<file path="src/rtl/cfgsw_pkg.sv">
// Package: shared constants and the bus engine state type.
// Assumes: one data byte per transaction, MSB first on the wire.
package cfgsw_pkg;
    localparam int BYTE_W = 8;

    typedef enum logic [2:0] {
        ST_IDLE,
        ST_ADDR,
        ST_ADDR_ACK,
        ST_WDATA,
        ST_WDATA_ACK,
        ST_RDATA,
        ST_RACK,
        ST_IGNORE
    } eng_state_t;
endpackage

</file>
<file path="src/rtl/cfgsw_sync.sv">
// Module: brings the two bus lines into the clock domain with a two-flop
// synchroniser each, then derives edges of the clock line and the START and
// STOP conditions (a data edge while the clock line is high).
// Assumes: the bus is much slower than clk.
module cfgsw_sync #(
    parameter int LINES = 2
) (
    input  logic             clk,
    input  logic             rst_n,
    input  logic [LINES-1:0] raw_i,
    output logic             scl_s,
    output logic             sda_s,
    output logic             scl_rise,
    output logic             scl_fall,
    output logic             start_det,
    output logic             stop_det
);
    logic [LINES-1:0] meta_q;
    logic [LINES-1:0] sync_q;
    logic [LINES-1:0] prev_q;

    generate
        for (genvar g = 0; g < LINES; g++) begin : g_line
            // Purpose: two-flop synchroniser plus one history flop per line.
            always_ff @(posedge clk) begin
                if (!rst_n) begin
                    meta_q[g] <= 1'b1;
                    sync_q[g] <= 1'b1;
                    prev_q[g] <= 1'b1;
                end else begin
                    meta_q[g] <= raw_i[g];
                    sync_q[g] <= meta_q[g];
                    prev_q[g] <= sync_q[g];
                end
            end
        end
    endgenerate

    // Purpose: edge and bus-condition decode (line 0 = clock, line 1 = data).
    always_comb begin
        scl_s     = sync_q[0];
        sda_s     = sync_q[1];
        scl_rise  = sync_q[0] && !prev_q[0];
        scl_fall  = !sync_q[0] && prev_q[0];
        start_det = sync_q[0] && prev_q[0] && prev_q[1] && !sync_q[1];
        stop_det  = sync_q[0] && prev_q[0] && !prev_q[1] && sync_q[1];
    end

    a_r8_start_stop_exclusive: assert property (@(posedge clk) disable iff (!rst_n)
        $onehot0({start_det, stop_det, scl_rise, scl_fall}));
endmodule

</file>
<file path="src/rtl/cfgsw_engine.sv">
// Module: bus protocol engine. It decodes the address byte, acknowledges
// when it matches and no programming interval runs, then shifts one data
// byte in (write) or out (read). It raises a one-cycle write request with
// the received byte; the store decides whether to take it.
// Assumes: synchronised line levels and edge strobes from cfgsw_sync.
module cfgsw_engine
    import cfgsw_pkg::*;
#(
    parameter logic [6:0] DEV_ADDR = 7'b1001110,
    parameter int         REG_W    = 5
) (
    input  logic              clk,
    input  logic              rst_n,
    input  logic              sda_s,
    input  logic              scl_rise,
    input  logic              scl_fall,
    input  logic              start_det,
    input  logic              stop_det,
    input  logic              busy_i,
    input  logic [REG_W-1:0]  word_i,
    output logic              wr_req,
    output logic [BYTE_W-1:0] wr_byte,
    output logic              sda_oe
);
    localparam int PAD_W = BYTE_W - REG_W;

    eng_state_t        st_q;
    logic [3:0]        bit_cnt_q;
    logic [BYTE_W-1:0] shreg_q;
    logic              rw_q;
    logic              nack_q;
    logic [BYTE_W-1:0] rd_load;

    // Purpose: read byte image, upper bits forced to zero.
    always_comb rd_load = {{PAD_W{1'b0}}, word_i};

    // Purpose: protocol state machine, one step per strobe.
    always_ff @(posedge clk) begin
        if (!rst_n) begin
            st_q      <= ST_IDLE;
            bit_cnt_q <= '0;
            shreg_q   <= '0;
            rw_q      <= 1'b0;
            nack_q    <= 1'b0;
            wr_req    <= 1'b0;
        end else begin
            wr_req <= 1'b0;
            if (stop_det) begin
                st_q <= ST_IDLE;
            end else if (start_det) begin
                st_q      <= ST_ADDR;
                bit_cnt_q <= '0;
            end else begin
                case (st_q)
                    ST_ADDR: begin
                        if (scl_rise) begin
                            shreg_q   <= {shreg_q[BYTE_W-2:0], sda_s};
                            bit_cnt_q <= bit_cnt_q + 4'd1;
                        end else if (scl_fall && bit_cnt_q == 4'd8) begin
                            if (shreg_q[7:1] == DEV_ADDR && !busy_i) begin
                                rw_q <= shreg_q[0];
                                st_q <= ST_ADDR_ACK;
                            end else begin
                                st_q <= ST_IGNORE;
                            end
                        end
                    end
                    ST_ADDR_ACK: begin
                        if (scl_fall) begin
                            bit_cnt_q <= '0;
                            if (rw_q) begin
                                st_q    <= ST_RDATA;
                                shreg_q <= rd_load;
                            end else begin
                                st_q <= ST_WDATA;
                            end
                        end
                    end
                    ST_WDATA: begin
                        if (scl_rise) begin
                            shreg_q   <= {shreg_q[BYTE_W-2:0], sda_s};
                            bit_cnt_q <= bit_cnt_q + 4'd1;
                        end else if (scl_fall && bit_cnt_q == 4'd8) begin
                            st_q   <= ST_WDATA_ACK;
                            wr_req <= 1'b1;
                        end
                    end
                    ST_WDATA_ACK: begin
                        if (scl_fall) st_q <= ST_IGNORE;
                    end
                    ST_RDATA: begin
                        if (scl_rise) begin
                            bit_cnt_q <= bit_cnt_q + 4'd1;
                        end else if (scl_fall) begin
                            if (bit_cnt_q == 4'd8) st_q <= ST_RACK;
                            else shreg_q <= {shreg_q[BYTE_W-2:0], 1'b0};
                        end
                    end
                    ST_RACK: begin
                        if (scl_rise) begin
                            nack_q <= sda_s;
                        end else if (scl_fall) begin
                            if (nack_q) begin
                                st_q <= ST_IGNORE;
                            end else begin
                                st_q      <= ST_RDATA;
                                shreg_q   <= rd_load;
                                bit_cnt_q <= '0;
                            end
                        end
                    end
                    default: ;
                endcase
            end
        end
    end

    // Purpose: open-drain drive for acknowledges and read data zeros.
    always_comb begin
        wr_byte = shreg_q;
        sda_oe  = (st_q == ST_ADDR_ACK) || (st_q == ST_WDATA_ACK) ||
                  (st_q == ST_RDATA && !shreg_q[BYTE_W-1]);
    end

    a_r1_ack_only_own_addr: assert property (@(posedge clk) disable iff (!rst_n)
        (st_q == ST_ADDR_ACK) |-> (shreg_q[7:1] == DEV_ADDR));
    a_r7_busy_refuses_addr: assert property (@(posedge clk) disable iff (!rst_n)
        (st_q == ST_ADDR && scl_fall && bit_cnt_q == 4'd8 && busy_i) |=> (st_q == ST_IGNORE));
    a_r8_stop_goes_idle: assert property (@(posedge clk) disable iff (!rst_n)
        stop_det |=> (st_q == ST_IDLE));
    a_r5_read_top_bits_zero: assert property (@(posedge clk) disable iff (!rst_n)
        (st_q == ST_RDATA && bit_cnt_q < 4'd3) |-> sda_oe);
endmodule

</file>
<file path="src/rtl/cfgsw_store.sv">
// Module: holds the configuration word and the programming interval timer.
// A write request is taken only with protection off and the top three byte
// bits clear; the word updates at once and the interval starts.
// Assumes: wr_req is a single-cycle pulse.
module cfgsw_store
    import cfgsw_pkg::*;
#(
    parameter int REG_W       = 5,
    parameter int PROG_CYCLES = 1500000
) (
    input  logic              clk,
    input  logic              rst_n,
    input  logic              wr_req_i,
    input  logic [BYTE_W-1:0] wr_byte_i,
    input  logic              wp_i,
    output logic [REG_W-1:0]  word_o,
    output logic              busy_o
);
    localparam int CW = $clog2(PROG_CYCLES + 1);

    logic [REG_W-1:0] word_q;
    logic [CW-1:0]    left_q;
    logic             upper_clear;
    logic             accept;

    // Purpose: acceptance rule for a received data byte.
    always_comb begin
        upper_clear = (wr_byte_i[BYTE_W-1:REG_W] == '0);
        accept      = wr_req_i && !wp_i && upper_clear;
    end

    // Purpose: commit the word and run the programming interval counter.
    always_ff @(posedge clk) begin
        if (!rst_n) begin
            word_q <= '0;
            left_q <= '0;
        end else if (accept) begin
            word_q <= wr_byte_i[REG_W-1:0];
            left_q <= CW'(PROG_CYCLES);
        end else if (left_q != '0) begin
            left_q <= left_q - CW'(1);
        end
    end

    always_comb begin
        word_o = word_q;
        busy_o = (left_q != '0);
    end

    a_r3_protect_freezes: assert property (@(posedge clk) disable iff (!rst_n)
        wp_i |=> $stable(word_q));
    a_r4_bad_byte_refused: assert property (@(posedge clk) disable iff (!rst_n)
        (wr_req_i && wr_byte_i[BYTE_W-1:REG_W] != '0) |=> $stable(word_q));
    a_r7_accept_starts_busy: assert property (@(posedge clk) disable iff (!rst_n)
        (wr_req_i && !wp_i && wr_byte_i[BYTE_W-1:REG_W] == '0) |=> busy_o);
    a_r9_refusal_no_busy: assert property (@(posedge clk) disable iff (!rst_n)
        (wr_req_i && !busy_o && (wp_i || wr_byte_i[BYTE_W-1:REG_W] != '0)) |=> !busy_o);
endmodule

</file>
<file path="src/rtl/cfg_switch_target.sv">
// Module: top of the serial configuration switch target. It wires the line
// synchroniser, the protocol engine and the word store together.
// Assumes: scl_i/sda_i are wire levels; sda_oe drives an open-drain pad.
module cfg_switch_target #(
    parameter logic [6:0] DEV_ADDR    = 7'b1001110,
    parameter int         REG_W       = 5,
    parameter int         PROG_CYCLES = 1500000
) (
    input  logic             clk,
    input  logic             rst_n,
    input  logic             scl_i,
    input  logic             sda_i,
    output logic             sda_oe,
    input  logic             wp_i,
    output logic [REG_W-1:0] cfg_o
);
    import cfgsw_pkg::*;

    logic              scl_s, sda_s, scl_rise, scl_fall, start_det, stop_det;
    logic              wr_req, busy;
    logic [BYTE_W-1:0] wr_byte;
    logic [REG_W-1:0]  word;

    cfgsw_sync #(.LINES(2)) u_sync (
        .clk       (clk),
        .rst_n     (rst_n),
        .raw_i     ({sda_i, scl_i}),
        .scl_s     (scl_s),
        .sda_s     (sda_s),
        .scl_rise  (scl_rise),
        .scl_fall  (scl_fall),
        .start_det (start_det),
        .stop_det  (stop_det)
    );

    cfgsw_engine #(.DEV_ADDR(DEV_ADDR), .REG_W(REG_W)) u_eng (
        .clk       (clk),
        .rst_n     (rst_n),
        .sda_s     (sda_s),
        .scl_rise  (scl_rise),
        .scl_fall  (scl_fall),
        .start_det (start_det),
        .stop_det  (stop_det),
        .busy_i    (busy),
        .word_i    (word),
        .wr_req    (wr_req),
        .wr_byte   (wr_byte),
        .sda_oe    (sda_oe)
    );

    cfgsw_store #(.REG_W(REG_W), .PROG_CYCLES(PROG_CYCLES)) u_store (
        .clk       (clk),
        .rst_n     (rst_n),
        .wr_req_i  (wr_req),
        .wr_byte_i (wr_byte),
        .wp_i      (wp_i),
        .word_o    (word),
        .busy_o    (busy)
    );

    always_comb cfg_o = word;

    a_r6_reset_quiet: assert property (@(posedge clk)
        $past(!rst_n) |-> (!sda_oe && cfg_o == '0));
endmodule

</file>
<file path="config.mk">
export PLATFORM = sky130hd
export DESIGN_NAME = cfg_switch_target
export DESIGN_NICKNAME = d
export VERILOG_FILES = /design/src/rtl/cfgsw_pkg.sv /design/src/rtl/cfgsw_sync.sv /design/src/rtl/cfgsw_engine.sv /design/src/rtl/cfgsw_store.sv /design/src/rtl/cfg_switch_target.sv
export SDC_FILE = /design/constraint.sdc
export NUM_CORES = 1
export LEC_CHECK = 0
export BUFFER_PORTS_ARGS = -buffer_cell sky130_fd_sc_hd__buf_4
export CAP_MARGIN = 20
export CORE_UTILIZATION = 56
export CTS_BUF_LIST = sky130_fd_sc_hd__clkbuf_2 sky130_fd_sc_hd__clkbuf_4 sky130_fd_sc_hd__clkbuf_8
export CTS_CLUSTER_DIAMETER = 150
export DETAILED_ROUTE_END_ITERATION = 12
export PLACE_DENSITY_LB_ADDON = 0.05
export SYNTH_ARGS = -nofsm -noshare
export SYNTH_HDL_FRONTEND = slang
export SYNTH_HIERARCHICAL = 1
export SYNTH_SLANG_ARGS = --single-unit
</file>
<file path="constraint.sdc">
create_clock -name clk -period 6.4 [get_ports clk]
set_clock_uncertainty 0.1 [all_clocks]
set_input_delay 1.28 -clock clk [delete_from_list [all_inputs] [get_ports clk]]
set_output_delay 1.28 -clock clk [all_outputs]
set_load 0.01 [all_outputs]
</file>
Yosys cells after proc, flatten, opt, wreduce, memory -nomap -nowiden:

Index checks and enable logic that the tools add are counted.

* input bits: 5
* memory bits (read-only): 0
* output and inout port bits: 6
* bits in latches: 0
* word-level logic and storage cells: 135
* memories: 0
* bits in writable memories: 0
* register bits after elaboration: 50

* multipliers: 0
* add/sub/neg operators: 2
* div/mod/pow operators: 0
* $lt $le $gt $ge: 0
* mux-type cells: 36
* bitwise logic cells: 5
* equality and inequality tests: 36
* shift-type cells: 0
* reduce and logical (&&, ||, !) cells: 40

Operators by type and width (number)
* $mux 8: 9
* $mux 21: 2
* $mux 3: 13
* $reduce_and 12->1: 3
* $pmux 8 s4: 1
* $mux 4: 6
* $ne 3x2->1 const B: 7
* $reduce_bool 21->1: 1
* $sub 21x1->21 const B: 1
* $ne 2x1->1 const B: 9
* $pmux 3 s6: 1
* $ne 3x3->1 const B: 5
* $logic_and 1x1->1: 12
* $ne 2x2->1 const B: 6
* $pmux 4 s3: 1
* $eq 3x3->1 const B: 3
* $reduce_bool 4->1: 2
* $eq 7x7->1 const B: 1
* $logic_not 1->1: 7
* $reduce_and 7->1: 1
* $reduce_bool 7->1: 1
* $eq 3x2->1 const B: 2
* $reduce_and 6->1: 1
* $reduce_bool 6->1: 1
* 14 further kinds: 23

Longest topological paths before layout:

Gate-level depths: netlist (run 1).

* word-level depth: 8
* gate-level depth with buffers: 10
* depth with buffers taken out: 9

Modules after synthesis:

The synthesis (run 1) kept the hierarchy.

Modules (own cells, without submodules)
* cfgsw_store: area each 1356.3 um^2, cells an instance 164, sequential area each 520.5 um^2, times used 1
* cfgsw_engine: area each 1226.2 um^2, cells an instance 137, sequential area each 360.3 um^2, times used 1
* cfgsw_sync: area each 190.2 um^2, cells an instance 16, sequential area each 120.1 um^2, times used 1

Worst setup path before layout (run 1):

No wires, ideal clock.

* path type: register -> register
* start point: register u_store.left_q[10]
* end point: register u_eng.st_q[0]
* cell stages (with the launch flop): 11
* path buffers: 2
* setup time: 0.124 ns
* data arrival time: 2.701 ns
* data required time: 6.176 ns
* setup slack: 3.475 ns
* clock period less this slack: 2.925 ns
* cells stage by stage: dfxtp_1 > buf_6 > or4_1 > buf_2 > or2_2 > or4_1 > nand4bb_1 > nor4_1 > o21ai_0 > a211oi_1 > nor4b_1

* cells in the longest elaborated chain, start to end: 8

Ends and longest elaborated chain
* start, declared: line cfgsw_store.sv:22 `logic [CW-1:0] left_q;`
* start signal, assigned: line cfgsw_store.sv:39 `left_q <= CW'(PROG_CYCLES);`
* start signal, assigned: line cfgsw_store.sv:41 `left_q <= left_q - CW'(1);`
* $reduce_bool 21->1: line cfgsw_store.sv:47 `busy_o = (left_q != '0);`
* net busy: line cfg_switch_target.sv:20 `logic wr_req, busy;`
* $logic_not 1->1: line cfgsw_engine.sv:60 `if (shreg_q[7:1] == DEV_ADDR && !busy_i) begin`
* $logic_and 1x1->1: line cfgsw_engine.sv:60
* $mux 3: line cfgsw_engine.sv:60
* $mux 3: line cfgsw_engine.sv:59 `end else if (scl_fall && bit_cnt_q == 4'd8) begin`
* $mux 3: line cfgsw_engine.sv:56 `if (scl_rise) begin`
* $pmux 3 s6: line cfgsw_engine.sv:54 `case (st_q)`
* $mux 1: line cfgsw_engine.sv:50 `end else if (start_det) begin`
* end signal, assigned: line cfgsw_engine.sv:49 `st_q <= ST_IDLE;`
* end signal, assigned: line cfgsw_engine.sv:51 `st_q <= ST_ADDR;`
* end signal, assigned: line cfgsw_engine.sv:62 `st_q <= ST_ADDR_ACK;`
* end, declared: line cfgsw_engine.sv:27 `eng_state_t st_q;`

The timed path passes the listed nets, and every way through them passes these cells. The select of a mux whose other input is x is not followed.
A chain may end at the register's enable or synchronous reset.

Final worst setup path (run 1):

Ends and elaborated chain as after synthesis.

==> results of run 1 <==
-- per-layer routing --
layer  vias to the layer above  wire length, µm  track usage [%]
met4                         0               51             8.93
li1                       1174                -                -
met2                        47             2640             38.4
met1                      1097             2740             33.0
met3                         4              222             5.83
met5                         -                0                0
-- cell families (layout without fill, tap and decap cells) --
group           count (synthesis)  count (layout)  synth area share, %
simple gates                  146             146                 29.5
compound gates                 71              71                 19.5
flops                          50              50                 36.1
buf+inv                        27              29                 6.18
mux                            20              20                 7.40
fa+ha+maj                       3               3                 1.35
-- worst max-delay path by stage --
stage               slack [ns]               start             to
floorplan                 3.48  u_store/left_q[10]  u_eng/st_q[0]
global placement          3.28  u_store/left_q[10]  u_eng/st_q[0]
detailed placement        3.20  u_store/left_q[10]  u_eng/st_q[0]
CTS                       3.18  u_store/left_q[10]  u_eng/st_q[0]
global route              2.85   u_store/left_q[6]  u_eng/st_q[0]
finish                    3.16  u_store/left_q[10]  u_eng/st_q[0]
-- state kept, by name, indices dropped and copies added, names as in the netlist --
signal and count:
u_eng/bit_cnt_q 4, u_eng/nack_q 1, u_eng/rw_q 1, u_eng/st_q 3, u_eng/wr_byte 8, u_eng/wr_req 1
u_store/left_q 21, u_store/word_o 5, u_sync/meta_q 2, u_sync/prev_q 2, u_sync/scl_s 1, u_sync/sda_s 1
-- power by group through the flow --
stage	combinational, mW	sequential [mW]	clock [mW]
2_1_floorplan	0.359	0.389	0
3_3_place_gp	0.400	0.407	0
3_5_place_dp	0.406	0.407	0
4_1_cts	0.408	0.400	0.234
5_1_grt	0.462	0.410	0.245
6_report	0.409	0.402	0.225
-- Yosys cell counts (5+ instances only) --
cell type	count
nor4_1	9
nor2b_1	5
or3_1	7
dfxtp_1	50
or4_1	7
a31oi_1	6
nand2_1	49
nand3_1	9
a21oi_1	21
mux2i_1	16
o21ai_0	8
nand2b_1	14
inv_1	10
nor2_1	11
-- through the flow --
stage / power [mW] / cells / util (%) / hold WS, ns / instance area (µm²)
2_1_floorplan: 0.748 / 317 / - / 0.286 / 2770
3_3_place_gp: 0.807 / 378 / 58.9 / 0.289 / 2800
3_5_place_dp: 0.812 / 378 / 58.9 / 0.296 / 2800
4_1_cts: 1.04 / 386 / 61.3 / 0.323 / 2910
5_1_grt: 1.12 / 386 / 61.3 / 0.339 / 2910
6_report: 1.04 / 386 / 61.3 / 0.312 / 2910
-- worst max-delay path: stages (launching register included) --
cell and delay, ns:
dfxtp_1 0.39, or4_1 0.65, or2_2 0.34, or4_1 0.41, nand4bb_1 0.20, nor4_1 0.54, o21ai_0 0.15, a211oi_1 0.27
nor4b_1 0.09
-- layout make-up --
cell class                      count  area, µm²  area share, %
Multi-Input combinational cell    240       1600           54.9
Sequential cell                    50       1000           34.3
Tap cell                           67       83.8           2.88
Timing Repair Buffer               10       75.1           2.58
Clock buffer                        5       68.8           2.36
Clock inverter                      3       43.8           1.50
Inverter                           11       41.3           1.42
==> results.py, run 1 <==
metrics = {
    "clock_network": {
        "cts_tree": "done",
        "numCtsBuffers": 5,
        "root_buffer": "clkbuf_8",
        "h-tree-depth": 2,
        "cts_hold_buf": 0,
        "cts.sinks": 50,
        "cts_post_setup_buffers_inserted": 0,
        "cts_resized": 0,
        "clkTransAtPathRegs_ns": 0.09,
        "clk_latency_ns": 0.30,
        "cts_max_path_buffers": 2,
    },
    "floorplanning": {
        "die_area_mm2": 0.00524,
        "rows": 25,
        "fp.dieH_um": 72.4,
        "core_area_mm2": 0.00475,
        "io_pins": 11,
        "start_util_pct": 58.3,
        "die_w_um": 72.4,
    },
    "timing": {
        "fmax_mhz": 308,
        "slew_headroom_pct": 49.1,
        "worst_slew_pin_slew_ns": 0.764,
        "setup_tns_ns": 0,
        "hold_violations": 0,
        "final_period_minus_worst_setup_slack_ns": 3.24,
        "setup_ws_ns": 3.16,
        "layout_worst_path_cycle_share_pct": 50.7,
        "maxSlewViolCount": 0,
        "grt_setup_unrepaired": "no",
        "finalSetupViolations": 0,
    },
    "layout": {
        "synthToLayoutAreaGrowth_pct": 5.10,
        "fillers": 472,
        "layout-drive-gt1-share_pct": 13.8,
        "diodes": 0,
        "final_nets": 326,
        "final_cell_mix": "dfxtp_1, nand2_1, a21oi_1",
        "layout_commonest_cell": "dfxtp_1",
    },
    "global_routing": {
        "grt_max_degree": 35,
        "grtUsageTotal_pct": 24.6,
        "grt_pass1_wl_mm": 10.0,
        "grt_overflow_total": 0,
        "antenna_found_initial": 0,
        "grt_pass1_vias": 2131,
    },
    "synthesis": {
        "async_flop_share_pct": 0,
        "ys_seq_area_share_pct": 36.1,
        "synth.distinct_cells": 71,
        "yosysTopAreaCellShare_pct": 36.1,
        "ys_top_cells_by_area": "dfxtp_1, nand2_1, mux2i_1",
        "synth_area_mm2": 0.00277,
        "syn_inst": 317,
        "syn_avg_cell_area_um2": 8.75,
        "yosysTopAreaCell": "dfxtp_1",
        "synthFlopType": "dfxtp_1",
        "synth_seq_cells": 50,
        "synth_edf_count": 0,
        "synth_nets": 325,
        "synth_warnings": 6,
    },
    "status": {
        "status": "complete, no violations",
    },
    "pwr": {
        "power.leakage_nw": 1.05,
        "seq_power_share_pct": 38.8,
        "p_int_uw": 643,
        "switchingPower_uw": 393,
        "pwr-share-clk_pct": 21.7,
        "vdd_drop_max_mv": 0.248,
        "swShare_pct": 37.9,
        "power_frac_comb_pct": 39.5,
        "powerDensity_mw_per_mm2": 356,
    },
    "worst_hold_path": {
        "whs_path_depth": 1,
        "holdPathEnd": "u_sync/scl_s",
        "min_from": "u_sync/meta_q[0]",
        "hp-class": "reg -> reg",
    },
    "critical_path": {
        "cp-start-kind": "flop",
        "regToRegEndpoint": "u_eng/st_q[0]",
        "arrival_ns": 3.33,
        "reg2reg_depth": 8,
        "critPathMaxFanout": 9,
        "reg2reg_slack_ns": 3.16,
        "crit_required_ns": 6.49,
        "critical_path_class": "reg -> reg",
        "r2r_start": "u_store/left_q[10]",
        "endpoint_kind": "flop",
    },
    "routing": {
        "drc": 0,
        "vias": 2322,
        "first_iter_violations": 194,
        "viasPerCell": 6.02,
        "drt_pre_antenna_iters": 4,
        "wl_per_cell_um": 14.7,
        "ant_nets": 0,
        "totalWireLength_mm": 5.66,
    },
    "placed_design": {
        "dp_hpwl_mm": 4.01,
        "port_buffers": 10,
        "place.gp.congestion": 0.831,
        "post-place-ws_ns": 3.20,
    },
    "flow_run": {
        "drv_cap": 0,
    },
}
(Power assumes the default switching activity.)
==> run 2: changes to the inputs <==
==> constraint.sdc (replaced) <==
create_clock -name clk -period 2.6 [get_ports clk]
set_clock_uncertainty 0.1 [all_clocks]
set_input_delay 0.52 -clock clk [delete_from_list [all_inputs] [get_ports clk]]
set_output_delay 0.52 -clock clk [all_outputs]
set_load 0.01 [all_outputs]
==> run 2 against run 1 <==
The run now ends with negative setup slack left. Clock-buffer cell count up 1. Final cell count increased by 4.9%. Die area stayed put. Core utilization rose by 3.7 points. Non-clock buffer count grew 19. Hold slack worse by 0.018 ns. Sequential power is 140% higher. Register-to-register slack got worse by 3.2 ns. Critical path depth unchanged. Maximum frequency up 23%. Clock power grew 110%. Global-route usage down 0.13 points. Critical endpoint unchanged.
==> results.py, run 2 (synthesis results as in run 1) <==
metrics = {
    "floorplanning": {
        "fp.dieH_um": 72.4,
        "rows": 25,
        "io_pins": 11,
        "start_util_pct": 58.3,
        "die_w_um": 72.4,
        "die_area_mm2": 0.00524,
        "core_area_mm2": 0.00475,
    },
    "clock_network": {
        "clk_latency_ns": 0.30,
        "root_buffer": "clkbuf_8",
        "clkTransAtPathRegs_ns": 0.09,
        "cts_tree": "done",
        "numCtsBuffers": 5,
        "cts_hold_buf": 0,
        "h-tree-depth": 2,
        "cts.sinks": 50,
        "cts_max_path_buffers": 2,
    },
    "layout": {
        "seqCellArea_mm2": 0.00100,
        "layout-drive-gt1-share_pct": 21.0,
        "multi_input_area_mm2": 0.00165,
        "largest_reg_flops": 21,
        "fillers": 422,
        "largest_register": "u_store/left_q",
        "instances_no_fill": 405,
        "synthToLayoutAreaGrowth_pct": 11.5,
        "final_cell_mix": "nand2_1, dfxtp_1, buf_4",
        "final_nets": 345,
        "diodes": 0,
        "layout_commonest_cell": "nand2_1",
    },
    "critical_path": {
        "slowest_delay_ns": 0.53,
        "reg2reg_depth": 8,
        "cp-start-kind": "flop",
        "regToRegEndpoint": "u_eng/st_q[0]",
        "critPathMaxFanout": 4,
        "reg2reg_slack_ns": -0.04,
        "cpMostUsedCell": "or4_4",
        "critical_path_class": "reg -> reg",
        "crit_start": "u_store/left_q[11]",
        "crit_required_ns": 2.69,
        "r2r_start": "u_store/left_q[11]",
        "path_cells": "or4_4 -> or2_4 -> or4_4 -> nand4bb_4 -> nor4_4 -> o21ai_2 -> a211oi_2 -> nor4b_1",
        "endpoint_kind": "flop",
        "crit_slowest_cell": "or4_4",
        "arrival_ns": 2.73,
    },
    "timing": {
        "whs_ns": 0.293,
        "fmax_mhz": 379,
        "hold_violations": 0,
        "setup_ws_ns": -0.0383,
        "maxSlewViolCount": 0,
        "slew_headroom_pct": 59.9,
        "final_period_minus_worst_setup_slack_ns": 2.64,
        "layout_worst_path_cycle_share_pct": 101,
        "worst_slew_pin_slew_ns": 0.601,
        "grt_setup_unrepaired": "yes",
        "finalSetupViolations": 1,
    },
    "worst_hold_path": {
        "hp-class": "in -> reg",
        "holdPathEnd": "u_sync/meta_q[0]",
        "whs_path_depth": 2,
        "min_from": "scl_i",
    },
    "global_routing": {
        "grtUsageTotal_pct": 24.5,
        "grt_pass1_vias": 2144,
        "grt_overflow_total": 0,
        "grt_max_degree": 19,
        "grt_pass1_wl_mm": 9.96,
        "antenna_found_initial": 0,
    },
    "status": {
        "failed_checks": "negative setup slack",
        "status": "finished with violations",
    },
    "routing": {
        "wl_per_cell_um": 14.5,
        "viasPerCell": 5.81,
        "drc": 0,
        "totalWireLength_mm": 5.89,
        "drt_pre_antenna_iters": 4,
        "vias": 2352,
        "ant_nets": 0,
        "first_iter_violations": 181,
    },
    "placed_design": {
        "post-place-cells": 396,
        "post-place-ws_ns": -0.0932,
        "dp_hpwl_mm": 4.19,
        "place.gp.congestion": 0.887,
        "port_buffers": 10,
    },
    "pwr": {
        "vdd_drop_max_mv": 0.664,
        "power.leakage_nw": 1.14,
        "powerDensity_mw_per_mm2": 855,
        "power_mw": 2.64,
    },
    "flow_run": {
        "drv_cap": 0,
    },
}
[run 2: cell count changes in the layout (fill, tap and decap cells not counted), sizes merged]
cell / delta
buf: +19
bufinv: -1
clkbuf: +1
clkinvlp: +1
inv: -1
[run 2: metal layers]
metal | share of wire [%] | global-route usage (%) | wire length (µm) | up-vias
met2 | 46 | 38.2 | 2720 | 34
met3 | 2.7 | 4.86 | 158 | 12
met1 | 49 | 32.8 | 2900 | 1099
met5 | 0 | 0 | 0 | -
li1 | - | - | - | 1207
met4 | 1.9 | 10.7 | 109 | 0
[run 2: report_power, final]
group / switching [mW] / leakage (nW) / internal [mW]
clock network: 0.257 / 0.0472 / 0.214
registers: 0.0886 / 0.407 / 0.870
logic: 0.643 / 0.688 / 0.569
[run 2: worst max path at each step]
| stage | to | slack (ns) |
|---|---|---|
| after global routing | u_eng/st_q[0] | -0.12 |
| after global placement | u_eng/st_q[0] | -0.04 |
| after CTS | u_eng/st_q[0] | -0.06 |
| after floorplan | u_eng/st_q[0] | -0.02 |
| final | u_eng/st_q[0] | -0.04 |
| after detailed placement | u_eng/st_q[0] | -0.09 |
[run 2: cell type report]
type | count | share of cell area (%)
multi-input combinational | 240 | 53.4
sequential | 50 | 32.5
timing repair buffer | 29 | 7.04
tap | 67 | 2.71
clock buffer | 6 | 2.67
inverter | 11 | 1.34
clock inverter | 2 | 0.405
[run 2: repair_timing]
| action | in CTS | in global routing |
|---|---|---|
| setup buffers | 1 | 1 |
| pin swaps | 3 | 6 |
| endpoints found under the setup margin | 2 | 3 |
| gates resized for setup | 3 | 4 |
[run 2: critical path, delay by kind of cell, from the launching register on]
| family | cells | cell delay, ns |
|---|---|---|
| AND/OR/NAND/NOR | 6 | 1.78 |
| flip-flops | 1 | 0.33 |
| AO/OA/AOI/OAI | 2 | 0.33 |
[run 2: stage by stage]
stage | area, µm² | setup TNS, ns | utilization, %
floorplan | 2780 | -0.0250 | -
global placement | 2950 | -0.0404 | 62.0
detailed placement | 2950 | -0.119 | 62.0
CTS | 3080 | -0.0695 | 64.7
global route | 3090 | -0.244 | 65.0
finish | 3090 | -0.0383 | 65.0
